--- config.mk ---
export PLATFORM = sky130hd
export DESIGN_NAME = hw_lock_bank
export DESIGN_NICKNAME = d
export VERILOG_FILES = /design/src/rtl/spl_pkg.sv /design/src/rtl/spl_decode.sv /design/src/rtl/spl_lock_array.sv /design/src/rtl/spl_rd_path.sv /design/src/rtl/hw_lock_bank.sv
export SDC_FILE = /design/constraint.sdc
export NUM_CORES = 1
export LEC_CHECK = 0
export ABC_AREA = 0
export BUFFER_PORTS_ARGS = -buffer_cell sky130_fd_sc_hd__buf_2
export CAP_MARGIN = 5
export CORE_MARGIN = 8
export CORE_UTILIZATION = 44
export CTS_CLUSTER_SIZE = 20
export DETAILED_ROUTE_END_ITERATION = 7
export PLACE_DENSITY_LB_ADDON = 0.15
export SLEW_MARGIN = 10
export SYNTH_ARGS = -nofsm -noshare
export SYNTH_HDL_FRONTEND = slang
export SYNTH_SLANG_ARGS = --single-unit
--- constraint.sdc ---
create_clock -name clk -period 1.74 [get_ports clk]
set_input_delay 0.087 -clock clk [delete_from_list [all_inputs] [get_ports clk]]
set_output_delay 0.087 -clock clk [all_outputs]
set_load 0.005 [all_outputs]
--- src/rtl/spl_pkg.sv ---
package spl_pkg;
  localparam int unsigned WORD_W      = 32;
  localparam int unsigned STATUS_OFS  = 'h000;
  localparam int unsigned LOCK_BASE   = 'h100;
  localparam int unsigned CODE_LSB    = 28;
  localparam int unsigned CODE_W      = 3;

  // count code: NUM_LOCKS = 2^(4+code)
  function automatic logic [CODE_W-1:0] count_code(input int unsigned n);
    case (n)
      32:      count_code = 3'd1;
      64:      count_code = 3'd2;
      128:     count_code = 3'd3;
      256:     count_code = 3'd4;
      default: count_code = 3'd0;
    endcase
  endfunction

  function automatic logic [WORD_W-1:0] status_word(input int unsigned n);
    logic [WORD_W-1:0] w;
    w = '0;
    w[CODE_LSB +: CODE_W] = count_code(n);
    status_word = w;
  endfunction
endpackage

--- src/rtl/spl_decode.sv ---
module spl_decode
  import spl_pkg::*;
#(
  parameter int unsigned ADDR_W    = 12,
  parameter int unsigned NUM_LOCKS = 32,
  parameter int unsigned IDX_W     = $clog2(NUM_LOCKS)
) (
  input  logic [ADDR_W-1:0] addr,
  output logic              hit_status,
  output logic              hit_lock,
  output logic [IDX_W-1:0]  lock_idx
);
  localparam logic [ADDR_W-1:0] BASE_A = ADDR_W'(LOCK_BASE);
  localparam logic [ADDR_W-1:0] SPAN_A = ADDR_W'(4 * NUM_LOCKS);

  logic [ADDR_W-1:0] off;

  always_comb begin
    off        = addr - BASE_A;
    hit_status = (addr == ADDR_W'(STATUS_OFS));
    hit_lock   = (addr >= BASE_A) && (off < SPAN_A) && (off[1:0] == 2'b00);
    lock_idx   = off[IDX_W+1:2];
  end
endmodule

--- src/rtl/spl_lock_array.sv ---
module spl_lock_array #(
  parameter int unsigned NUM_LOCKS = 32,
  parameter int unsigned IDX_W     = $clog2(NUM_LOCKS)
) (
  input  logic             clk,
  input  logic             rst,
  input  logic             acquire,
  input  logic             release_i,
  input  logic [IDX_W-1:0] idx,
  output logic             taken_at_idx
);
  logic [NUM_LOCKS-1:0] taken_q;

  for (genvar i = 0; i < NUM_LOCKS; i++) begin : g_lock
    logic sel;
    assign sel = (idx == IDX_W'(i));
    always_ff @(posedge clk) begin
      if (rst)                   taken_q[i] <= 1'b0;
      else if (acquire && sel)   taken_q[i] <= 1'b1;
      else if (release_i && sel) taken_q[i] <= 1'b0;
    end
  end

  assign taken_at_idx = taken_q[idx];
endmodule

--- src/rtl/spl_rd_path.sv ---
module spl_rd_path
  import spl_pkg::*;
#(
  parameter int unsigned NUM_LOCKS = 32
) (
  input  logic              clk,
  input  logic              rst,
  input  logic              rd,
  input  logic              hit_status,
  input  logic              hit_lock,
  input  logic              taken,
  output logic [WORD_W-1:0] rdata
);
  localparam logic [WORD_W-1:0] STATUS_VAL = status_word(NUM_LOCKS);

  logic [WORD_W-1:0] next_d;

  always_comb begin
    next_d = '0;
    if (rd) begin
      if (hit_status)    next_d = STATUS_VAL;
      else if (hit_lock) next_d = {{(WORD_W-1){1'b0}}, taken};
    end
  end

  always_ff @(posedge clk) begin
    if (rst) rdata <= '0;
    else     rdata <= next_d;
  end
endmodule

--- src/rtl/hw_lock_bank.sv ---
module hw_lock_bank
  import spl_pkg::*;
#(
  parameter int unsigned NUM_LOCKS = 32,
  parameter int unsigned ADDR_W    = 12
) (
  input  logic              clk,
  input  logic              rst,
  input  logic              rd_en,
  input  logic              wr_en,
  input  logic [ADDR_W-1:0] addr,
  input  logic [31:0]       wdata,
  output logic [31:0]       rdata
);
  localparam int unsigned IDX_W = $clog2(NUM_LOCKS);

  if (count_code(NUM_LOCKS) == 3'd0) begin : g_bad_count
    $error("NUM_LOCKS must be 32, 64, 128 or 256");
  end

  logic             hit_status, hit_lock;
  logic [IDX_W-1:0] lock_idx;
  logic             taken;
  logic             do_acquire, do_release;

  spl_decode #(.ADDR_W(ADDR_W), .NUM_LOCKS(NUM_LOCKS), .IDX_W(IDX_W)) u_decode (
    .addr(addr), .hit_status(hit_status), .hit_lock(hit_lock), .lock_idx(lock_idx)
  );

  // a read wins over a simultaneous write
  assign do_acquire = rd_en && hit_lock;
  assign do_release = wr_en && !rd_en && hit_lock && (wdata == '0);

  spl_lock_array #(.NUM_LOCKS(NUM_LOCKS), .IDX_W(IDX_W)) u_locks (
    .clk(clk), .rst(rst), .acquire(do_acquire), .release_i(do_release),
    .idx(lock_idx), .taken_at_idx(taken)
  );

  spl_rd_path #(.NUM_LOCKS(NUM_LOCKS)) u_rd (
    .clk(clk), .rst(rst), .rd(rd_en), .hit_status(hit_status),
    .hit_lock(hit_lock), .taken(taken), .rdata(rdata)
  );
endmodule

-- Word level (Yosys, flattened, before mapping)
Index checks and enable logic that the tools add are counted.
Widths: inputs -> output; s select.
- input bits: 48
- flip-flop bits (word level): 64
- logic and storage cells: 250
- reduce and logical (&&, ||, !) cells: 110
- magnitude comparators: 3
- bitwise gates (word level): 2
- $add $sub $neg: 1
- multiplexer cells: 68
- equality and inequality tests: 31
- operator list (cell ; count):
    $eq 5x5->1 const B ; 16
    $logic_and 1x1->1 ; 70
    $mux 1 ; 66
    $reduce_bool 2->1 ; 32
    $eq 5x4->1 const B ; 8
    $logic_not 32->1 ; 1
    $mux 29 ; 1
    $eq 5x3->1 const B ; 4
    $ge 12x9->1 const B ; 1
    $logic_not 12->1 ; 1
    $lt 12x8->1 const B ; 1
    $sub 12x9->12 const B ; 1
    $eq 5x2->1 const B ; 2
    $lt 5x6->1 const B ; 1
    $bmux 1 s5 ; 1
    $eq 5x1->1 const B ; 1
    $logic_not 5->1 ; 1
    $reduce_or 4->1 ; 1
    $reduce_or 3->1 ; 1
    $logic_not 2->1 ; 1
    $not 1->1 ; 2
    $reduce_or 2->1 ; 1
    $logic_not 1->1 ; 1

-- Longest topological paths before layout
Gate-level depths: netlist of run 1.
- depth after elaboration: 9
- depth in mapped cells: 7
- gate-level depth less buffers: 5

-- Cells and area by module
Synthesis of run 1 repeated with hierarchy kept, for this count alone.
- cell total of the unflattened synthesis: 291
- area, all modules: 2175.8 sq um
- by module, submodules not included (module ; cells an instance ; sequential area each (sq um) ; area an instance (sq um) ; times used):
    spl_lock_array ; 229 ; 640.6 ; 1714.1 ; 1
    spl_rd_path ; 36 ; 40.0 ; 291.5 ; 1
    hw_lock_bank ; 15 ; 0.0 ; 90.1 ; 1
    spl_decode ; 11 ; 0.0 ; 80.1 ; 1

-- Worst setup path before layout of run 1
Ideal clock, no wire load.
- kind: input to register
- from: in addr[7]
- to: reg u_locks.taken_q[16]
- setup slack: 0.069 ns
- arrival: 1.550 ns
- stages on the path: 6
- data required time: 1.618 ns
- cell sequence: nor4_4 > nand3_2 > nor4_4 > a21oi_2 > buf_6 > a221o_1
- word-level cells in the longest chain between the ends: 8
- RTL lines (item ; line ; RTL):
    from (decl) ; hw_lock_bank.sv:11 ; input logic [ADDR_W-1:0] addr,
    $sub 12x9->12 ; spl_decode.sv:19 ; off = addr - BASE_A;
    $lt 12x8->1 ; spl_decode.sv:21 ; hit_lock = (addr >= BASE_A) && (off < SPAN_A) && (off[1:0] == 2'b00);
    $logic_and 1x1->1 * (2 in series) ; spl_decode.sv:21 ;
    $logic_and 1x1->1 (2 in series) ; hw_lock_bank.sv:32 ; assign do_release = wr_en && !rd_en && hit_lock && (wdata == '0);
    $logic_and 1x1->1 ; spl_lock_array.sv:20 ; else if (release_i && sel) taken_q[i] <= 1'b0;
    $reduce_bool 2->1 (no source line) ; - ;
    to (signal, indexed assignment) ; spl_lock_array.sv:18 ; if (rst) taken_q[i] <= 1'b0;
    to (signal, indexed assignment) ; spl_lock_array.sv:19 ; else if (acquire && sel) taken_q[i] <= 1'b1;
    to (signal, indexed assignment) ; spl_lock_array.sv:20 ;
    to (decl) ; spl_lock_array.sv:12 ; logic [NUM_LOCKS-1:0] taken_q;
Every way passes the cells marked *; elsewhere a longest branch is shown, timed or not.
A chain may end at the register's enable or synchronous reset.

-- Final worst setup path of run 1
- from: in addr[7]
- to: reg u_locks.taken_q[21]
The elaborated chain is that of the path after synthesis.

==> implementation parameters, run 1 <==
Parameter                              Value

Power and ir drop
  Total power per unit cell area    slightly below 700 mW/mm^2
  Maximum vdd ir drop    about 400 uV
  Leakage dissipation    around 1.0 nW

Yosys
  Top cell type's share of synthesized area    roughly 32%
  Average size of a mapped cell    slightly below 10 sq um
  Top cells by area in the synthesized netlist    sky130_fd_sc_hd__dfxtp_1 (32%), sky130_fd_sc_hd__a221o_1 (11%), sky130_fd_sc_hd__buf_4 (11%)
  Mapped Area    0.00211 sq mm
  Share of the yosys chip area belonging to registers    32.3%
  Netlist cell types    35
  Cell count after synthesis    between 200 and 250
  Flip-flop and latch count after synthesis    34
  Yosys warning count    0
  Post-synthesis cell type with the largest combined area    sky130_fd_sc_hd__dfxtp_1

Route
  Routed wire length    5520 um
  DR vias/cell    between 5 and 6
  Final routed DRC violation total    0
  Routed len/inst    about 17 um
  Routed Antenna Nets    0
  Number of vias in the routed layout    ~1,900
  Violation count after the first detailed-routing iteration    approximately 160
  Initial DRT Pass Iterations    4

Critical path
  Startpoint type of the worst setup path    input port
  Type of the setup path with the least slack    input port to flop
  Largest fanout on the critical path    15
  Crit. End Element    flop
  Worst Reg2Reg Path Length in Cells    4
  Data required, critical path    about 1.9 ns
  Data arrival at the endpoint of the critical path    around 1.8 ns
  Reg2reg setup slack    about 0.16 ns

Global route
  Global router's overall resource usage    14.8%
  Largest net degree at the start of global routing    26
  First-pass GRT wire length    8780 um
  Number of antenna violations at the first check in global routing    0
  Total congestion overflow    0
  Vias in the first global route    1,755

Final layout
  Share of final-layout standard cells stronger than drive strength 1    between 30% and 40%
  Fraction of the core area covered by cells at the end of the flow    approximately 53%
  Net total in the final layout    about 330
  Flip-flop and latch area    approximately 700 sq um
  Multi-input gate area    roughly 0.0012 sq mm
  Count of antenna diodes in the layout    0
  Area overhead of the layout relative to synthesis    17.5%
  Filler cell count in the final layout    441

CTS
  Number of buffers between clock root and the deepest sink    2
  Number of instances resized during post-cts repair    0
  Clock latency on the worst-skew pair    between 0.2 and 0.3 ns
  Clock-pin transition on the worst setup and hold timing paths    0.07 ns
  # Post-CTS Setup Buffers    0
  Clock tree from TritonCTS    yes
  Hold_buf cts    1
  Root Driver    sky130_fd_sc_hd__clkbuf_8
  Number of clock sinks    34
  Maximum level of the CTS H-tree    2
  Number of buffers inserted during clock tree synthesis    5

Worst hold path
  Number of cells traversed by the worst hold path    4
  Path category of the worst min-delay check    input port to flop

STA
  Final-report setup violation count    0
  Slew margin rel.    between 50% and 60%
  Final worst slack    0.140 ns
  Max-slew violation total from the final report    0
  Minimum clock period after layout    1.60 ns
  Portion of the clock cycle consumed by the worst path in the final layout    between 90% and 100%
  Unrepaired setup endpoints after global routing    false
  Fin. Hold Viols    0
  Post-route clock skew    approximately 0.0040 ns
  Peak clock frequency supported by timing    625 MHz
  Measured slew at the worst slew-check pin    ~0.72 ns

Run status
  Result of the run    finished, final reports clean

Floorplan
  Initial core utilization    45.2%
  Number of top-level pins    80
  DIE WIDTH    around 85 um
  Std cell rows    25
  Die area    about 0.0073 sq mm
  CORE AREA    ~0.0047 sq mm
  Die Y    approximately 85 um

Placement
  Port-buffer cells    a little under 50
  Final estimated routing congestion in global placement    0.809
  Worst setup slack before clock tree synthesis    -0.182 ns
  Placed wire-length estimate after detailed placement    between 4000 and 5000 um

Flow run
  Number of maximum-capacitance constraint violations    0
[cells by family after synthesis]
group / share of synthesized area (%)
buffers and inverters: 14.3
other: 0.178
multiplexers: 9.33
AO/OA/AOI/OAI: 17.9
flip-flops: 32.3
AND/OR/NAND/NOR: 26.0
[layout make-up]
cell class              count  area share (%)
multi-input cells         168            49.8
inverters                   2           0.303
clock buffers               8            4.45
well taps                  54            2.73
flip-flops and latches     34            27.5
repair buffers             66            15.2
[per-stage QoR]
step / hold WS (ns) / total power [mW] / std cells / setup TNS [ns] / cell area (sq um)
after global routing: 0.0976 / 1.74 / 332 / 0 / 2470
after floorplan: 0.164 / 0.955 / 247 / 0 / 2210
after CTS: 0.0672 / 1.69 / 332 / 0 / 2470
after detailed placement: 0.287 / 0.996 / 323 / -4.27 / 2350
final: 0.0657 / 1.68 / 332 / 0 / 2470
after global placement: 0.280 / 0.995 / 323 / -2.74 / 2350
[path summary, 6_finish.rpt]
| path | start | endpoint |
|---|---|---|
| min | addr[1] | u_rd.rdata[28]$_SDFF_PP0_ |
| min reg2reg | u_locks.taken_q[24]$_SDFFE_PP0P_ | u_locks.taken_q[24]$_SDFFE_PP0P_ |
| max reg2reg | u_locks.taken_q[23]$_SDFFE_PP0P_ | u_rd.rdata[0]$_SDFF_PP0_ |
| max | addr[7] | u_locks.taken_q[21]$_SDFFE_PP0P_ |
[per-layer routing]
layer,GRT usage [%],vias up,part of all wire (%)
li1,-,902,-
met1,16.8,893,44
met2,24.6,75,45
met3,6.37,7,11
met4,3.88,0,0.89
met5,0,-,0
[state kept, by name, indices dropped and copies added, names as in the netlist]
| register | count |
|---|---|
| u_locks.taken_q | 32 |
| u_rd.rdata | 2 |
[layout by cell type, fill, tap and decap left out, types with 2 or more instances in the layout]
cell | Yosys | final
sky130_fd_sc_hd__nor3_1 | 11 | 11
sky130_fd_sc_hd__clkbuf_8 | 0 | 8
sky130_fd_sc_hd__nor4_4 | 2 | 2
sky130_fd_sc_hd__nor2_1 | 14 | 14
sky130_fd_sc_hd__nand2b_1 | 4 | 4
sky130_fd_sc_hd__and2_1 | 2 | 2
sky130_fd_sc_hd__buf_4 | 30 | 16
sky130_fd_sc_hd__conb_1 | 1 | 30
sky130_fd_sc_hd__mux4_2 | 6 | 6
sky130_fd_sc_hd__a21oi_2 | 2 | 2
sky130_fd_sc_hd__a221o_2 | 6 | 6
sky130_fd_sc_hd__nand3_1 | 3 | 3
sky130_fd_sc_hd__nand2_1 | 7 | 7
sky130_fd_sc_hd__inv_1 | 2 | 2
sky130_fd_sc_hd__nor4_1 | 9 | 9
sky130_fd_sc_hd__buf_2 | 3 | 49
sky130_fd_sc_hd__a221o_1 | 23 | 23
sky130_fd_sc_hd__mux2i_1 | 5 | 5
sky130_fd_sc_hd__dfxtp_1 | 34 | 34
sky130_fd_sc_hd__nor3b_1 | 30 | 30
[power breakdown]
group / switching, mW / internal (mW) / leakage, nW
Sequential: 0.00264 / 0.782 / 0.274
Combinational: 0.120 / 0.0783 / 0.705
Clock: 0.297 / 0.400 / 0.0575
Total: 0.420 / 1.26 / 1.04
[Yosys cell counts]
| cell type | instances |
|---|---|
| sky130_fd_sc_hd__a221o_1 | 23 |
| sky130_fd_sc_hd__nor3b_1 | 30 |
| sky130_fd_sc_hd__or2_2 | 1 |
| sky130_fd_sc_hd__nor4b_1 | 1 |
| sky130_fd_sc_hd__nand2b_1 | 4 |
| sky130_fd_sc_hd__buf_4 | 30 |
| sky130_fd_sc_hd__mux2i_1 | 5 |
| sky130_fd_sc_hd__a221o_2 | 6 |
| sky130_fd_sc_hd__nor4_4 | 2 |
| sky130_fd_sc_hd__o22ai_1 | 1 |
| sky130_fd_sc_hd__clkbuf_1 | 8 |
| sky130_fd_sc_hd__a311oi_1 | 1 |
| sky130_fd_sc_hd__inv_1 | 2 |
| sky130_fd_sc_hd__buf_6 | 2 |
| sky130_fd_sc_hd__mux2_2 | 1 |
| sky130_fd_sc_hd__a21oi_1 | 1 |
| sky130_fd_sc_hd__nand3_1 | 3 |
| sky130_fd_sc_hd__o31ai_1 | 1 |
| sky130_fd_sc_hd__buf_2 | 3 |
| sky130_fd_sc_hd__nor2_1 | 14 |
| sky130_fd_sc_hd__and2_1 | 2 |
| sky130_fd_sc_hd__o211ai_1 | 1 |
| sky130_fd_sc_hd__a21oi_2 | 2 |
| sky130_fd_sc_hd__nor2b_1 | 1 |
| sky130_fd_sc_hd__nand3_2 | 1 |
| sky130_fd_sc_hd__dfxtp_1 | 34 |
| sky130_fd_sc_hd__a32o_1 | 1 |
| sky130_fd_sc_hd__mux4_2 | 6 |
| sky130_fd_sc_hd__nor3_1 | 11 |
| sky130_fd_sc_hd__nand2_1 | 7 |
| sky130_fd_sc_hd__conb_1 | 1 |
| sky130_fd_sc_hd__nand4_1 | 1 |
| sky130_fd_sc_hd__nor4_1 | 9 |
| sky130_fd_sc_hd__a211oi_1 | 1 |
| sky130_fd_sc_hd__a31o_2 | 1 |
[worst max-delay path, stage by stage]
cell and delay [ns]:
sky130_fd_sc_hd__buf_2 0.11, sky130_fd_sc_hd__nor4_4 0.29, sky130_fd_sc_hd__nand3_2 0.15, sky130_fd_sc_hd__nor4_4 0.43, sky130_fd_sc_hd__a21oi_2 0.27, sky130_fd_sc_hd__a221o_2 0.44
(Power assumes the default switching activity.)
==> run 2, diff against run 1 <==
- CORE_UTILIZATION: 44 -> 49
- clock period: 1.74 -> 1.8 ns (I/O delays scaled with it)
==> implementation parameters, run 2 (same netlist as run 1, synthesis figures left out) <==
Parameter                              Value

Critical path
  Worst reg2reg startpoint    u_locks.taken_q[23]$_SDFFE_PP0P_
  Data arrival at the endpoint of the critical path    approximately 1.8 ns
  Startpoint type of the worst setup path    input port
  Worst Reg2Reg Path Length in Cells    4
  Crit. End Element    flop
  Reg2reg setup slack    about 0.34 ns
  Critical path's largest stage delay    between 0.4 and 0.5 ns
  Endpoint of the lowest-slack register-to-register path    u_rd.rdata[0]$_SDFF_PP0_
  Type of the setup path with the least slack    input port to flop
  Largest fanout on the critical path    15
  Cell-by-cell trace of the critical path    buf_2 -> nor4_4 -> nand3_2 -> nor4_4 -> a21oi_2 -> a221o_2
  Top Family by Delay on Critical Path    simple AND/OR/NAND/NOR gates
  Worst path most repeated cell    sky130_fd_sc_hd__nor4_4
  Data required, critical path    ~2.0 ns
  Master of the slowest instance on the critical path    sky130_fd_sc_hd__nor4_4
  Number of buffer and inverter stages on the critical path    1

Route
  Final routed DRC violation total    0
  DR vias/cell    roughly 5.8
  Number of vias in the routed layout    about 1,900
  Routed wire length    between 5000 and 6000 um
  Routed Antenna Nets    0
  Violation count after the first detailed-routing iteration    roughly 120
  Initial DRT Pass Iterations    4
  Routed len/inst    ~17 um

Worst hold path
  Path category of the worst min-delay check    input port to flop
  Launch point of the worst hold path    addr[1]
  Hold worst-path end    u_rd.rdata[28]$_SDFF_PP0_
  Number of cells traversed by the worst hold path    4

CTS
  Number of buffers between clock root and the deepest sink    2
  Number of instances resized during post-cts repair    0
  Number of clock sinks    34
  Maximum level of the CTS H-tree    2
  Root Driver    sky130_fd_sc_hd__clkbuf_8
  # Post-CTS Setup Buffers    0
  Clock latency on the worst-skew pair    0.29 ns
  Clock-pin transition on the worst setup and hold timing paths    0.07 ns
  Number of buffers inserted during clock tree synthesis    5
  Clock tree from TritonCTS    yes

Placement
  Port-buffer cells    a little under 50
  Instance area after placement    about 0.0023 sq mm
  Final estimated routing congestion in global placement    a little under 0.8
  Placed wire-length estimate after detailed placement    slightly above 4000 um

STA
  Measured slew at the worst slew-check pin    between 0.7 and 0.8 ns
  Fin. Hold Viols    0
  Slew margin rel.    between 40% and 50%
  Worst-case hold slack    0.0693 ns
  Post-route clock skew    between 0.0009 and 0.001 ns
  Minimum clock period after layout    1.64 ns
  Total negative setup slack    0 ns
  Portion of the clock cycle consumed by the worst path in the final layout    between 90% and 100%
  Unrepaired setup endpoints after global routing    true
  Max-slew violation total from the final report    0
  Peak clock frequency supported by timing    slightly above 600 MHz
  Final-report setup violation count    0

Floorplan
  Initial core utilization    between 40% and 50%
  Std cell rows    24
  Die area    between 0.006 and 0.007 sq mm
  CORE AREA    roughly 0.0042 sq mm
  DIE WIDTH    ~82 um
  Die Y    slightly above 80 um
  Number of top-level pins    80

Final layout
  Commonest cells after routing, fill and taps aside    sky130_fd_sc_hd__buf_2 (49), sky130_fd_sc_hd__dfxtp_1 (34), sky130_fd_sc_hd__nor3b_1 (30), sky130_fd_sc_hd__conb_1 (30), sky130_fd_sc_hd__a221o_1 (23)
  Filler cell count in the final layout    ~400
  Count of antenna diodes in the layout    0
  Largest register FFs    32
  Biggest registers after layout    u_locks.taken_q (32), u_rd.rdata (2)
  Area overhead of the layout relative to synthesis    14.7%
  Most flop-heavy register    u_locks.taken_q
  Share of final-layout standard cells stronger than drive strength 1    31.9%
  Most common library cell in the layout ignoring fill and taps    sky130_fd_sc_hd__buf_2
  Finished Cell Area    between 0.002 and 0.0025 sq mm
  Net total in the final layout    320

Flow run
  Number of maximum-capacitance constraint violations    0

Run status
  Result of the run    finished, final reports clean

Global route
  Total congestion overflow    0
  Number of antenna violations at the first check in global routing    0
  Largest net degree at the start of global routing    31
  First-pass GRT wire length    about 8500 um
  Vias in the first global route    between 1,500 and 2,000
  Global router's overall resource usage    between 15 and 20%

Power and ir drop
  Maximum vdd ir drop    494 uV
  Total power per unit cell area    approximately 640 mW/mm^2
  Total Power Consumption    approximately 1.5 mW
  Leakage dissipation    about 1.0 nW
-- run 2: through the flow --
stage | setup slack [ns] | utilization, % | cells
floorplan | 0.126 | - | 247
global placement | -0.100 | 54.7 | 316
detailed placement | -0.137 | 54.7 | 316
CTS | 0.169 | 57.1 | 325
global route | -0.00168 | 57.1 | 325
finish | 0.161 | 57.1 | 325
-- run 2: worst register-to-register path, delay by kind of cell, from the launching register on --
family | cells | cell delay, ns
multiplexers | 2 | 0.75
AO/OA/AOI/OAI | 1 | 0.19
flip-flops | 1 | 0.32
AND/OR/NAND/NOR | 1 | 0.09
-- run 2: worst max path at each step --
| stage | start | slack [ns] | end | cells past startpoint |
|---|---|---|---|---|
| 3_3_place_gp | addr[7] | -0.1 | u_locks.taken_q[27]$_SDFFE_PP0P_ | 6 |
| 3_5_place_dp | addr[7] | -0.14 | u_locks.taken_q[20]$_SDFFE_PP0P_ | 6 |
| 2_1_floorplan | addr[7] | 0.13 | u_locks.taken_q[16]$_SDFFE_PP0P_ | 6 |
| 5_1_grt | rd_en | -0.002 | u_locks.taken_q[12]$_SDFFE_PP0P_ | 6 |
| 4_1_cts | addr[7] | 0.17 | u_locks.taken_q[21]$_SDFFE_PP0P_ | 6 |
| 6_report | addr[7] | 0.16 | u_locks.taken_q[29]$_SDFFE_PP0P_ | 6 |
-- run 2: what timing repair did --
item	CTS	global route
endpoints found under the setup margin	0	4
endpoints found under the hold margin	1	0
hold buffers	1	0
-- run 2: routing by layer --
layer | part of all wire [%] | vias up | global-route usage [%]
met5 | 0 | - | 0
met4 | 1.2 | 0 | 5.71
met3 | 12 | 6 | 5.25
met2 | 46 | 81 | 26.7
met1 | 41 | 884 | 19.6
li1 | - | 898 | -
-- run 2: area by class of cell --
| cell class | instances | area, sq um | share of cell area (%) |
|---|---|---|---|
| multi-input cells | 168 | 1230 | 51.1 |
| clock inverters | 1 | 5.00 | 0.207 |
| well taps | 52 | 65.1 | 2.69 |
| flip-flops and latches | 34 | 681 | 28.2 |
| inverters | 2 | 7.51 | 0.311 |
| clock buffers | 7 | 86.3 | 3.57 |
| repair buffers | 61 | 338 | 14.0 |
-- run 2: report_power, final --
part	switching, mW	internal, mW	total [mW]
registers	0.00256	0.756	0.758
clock network	0.282	0.309	0.590
logic	0.115	0.0728	0.187
total	0.399	1.14	1.54
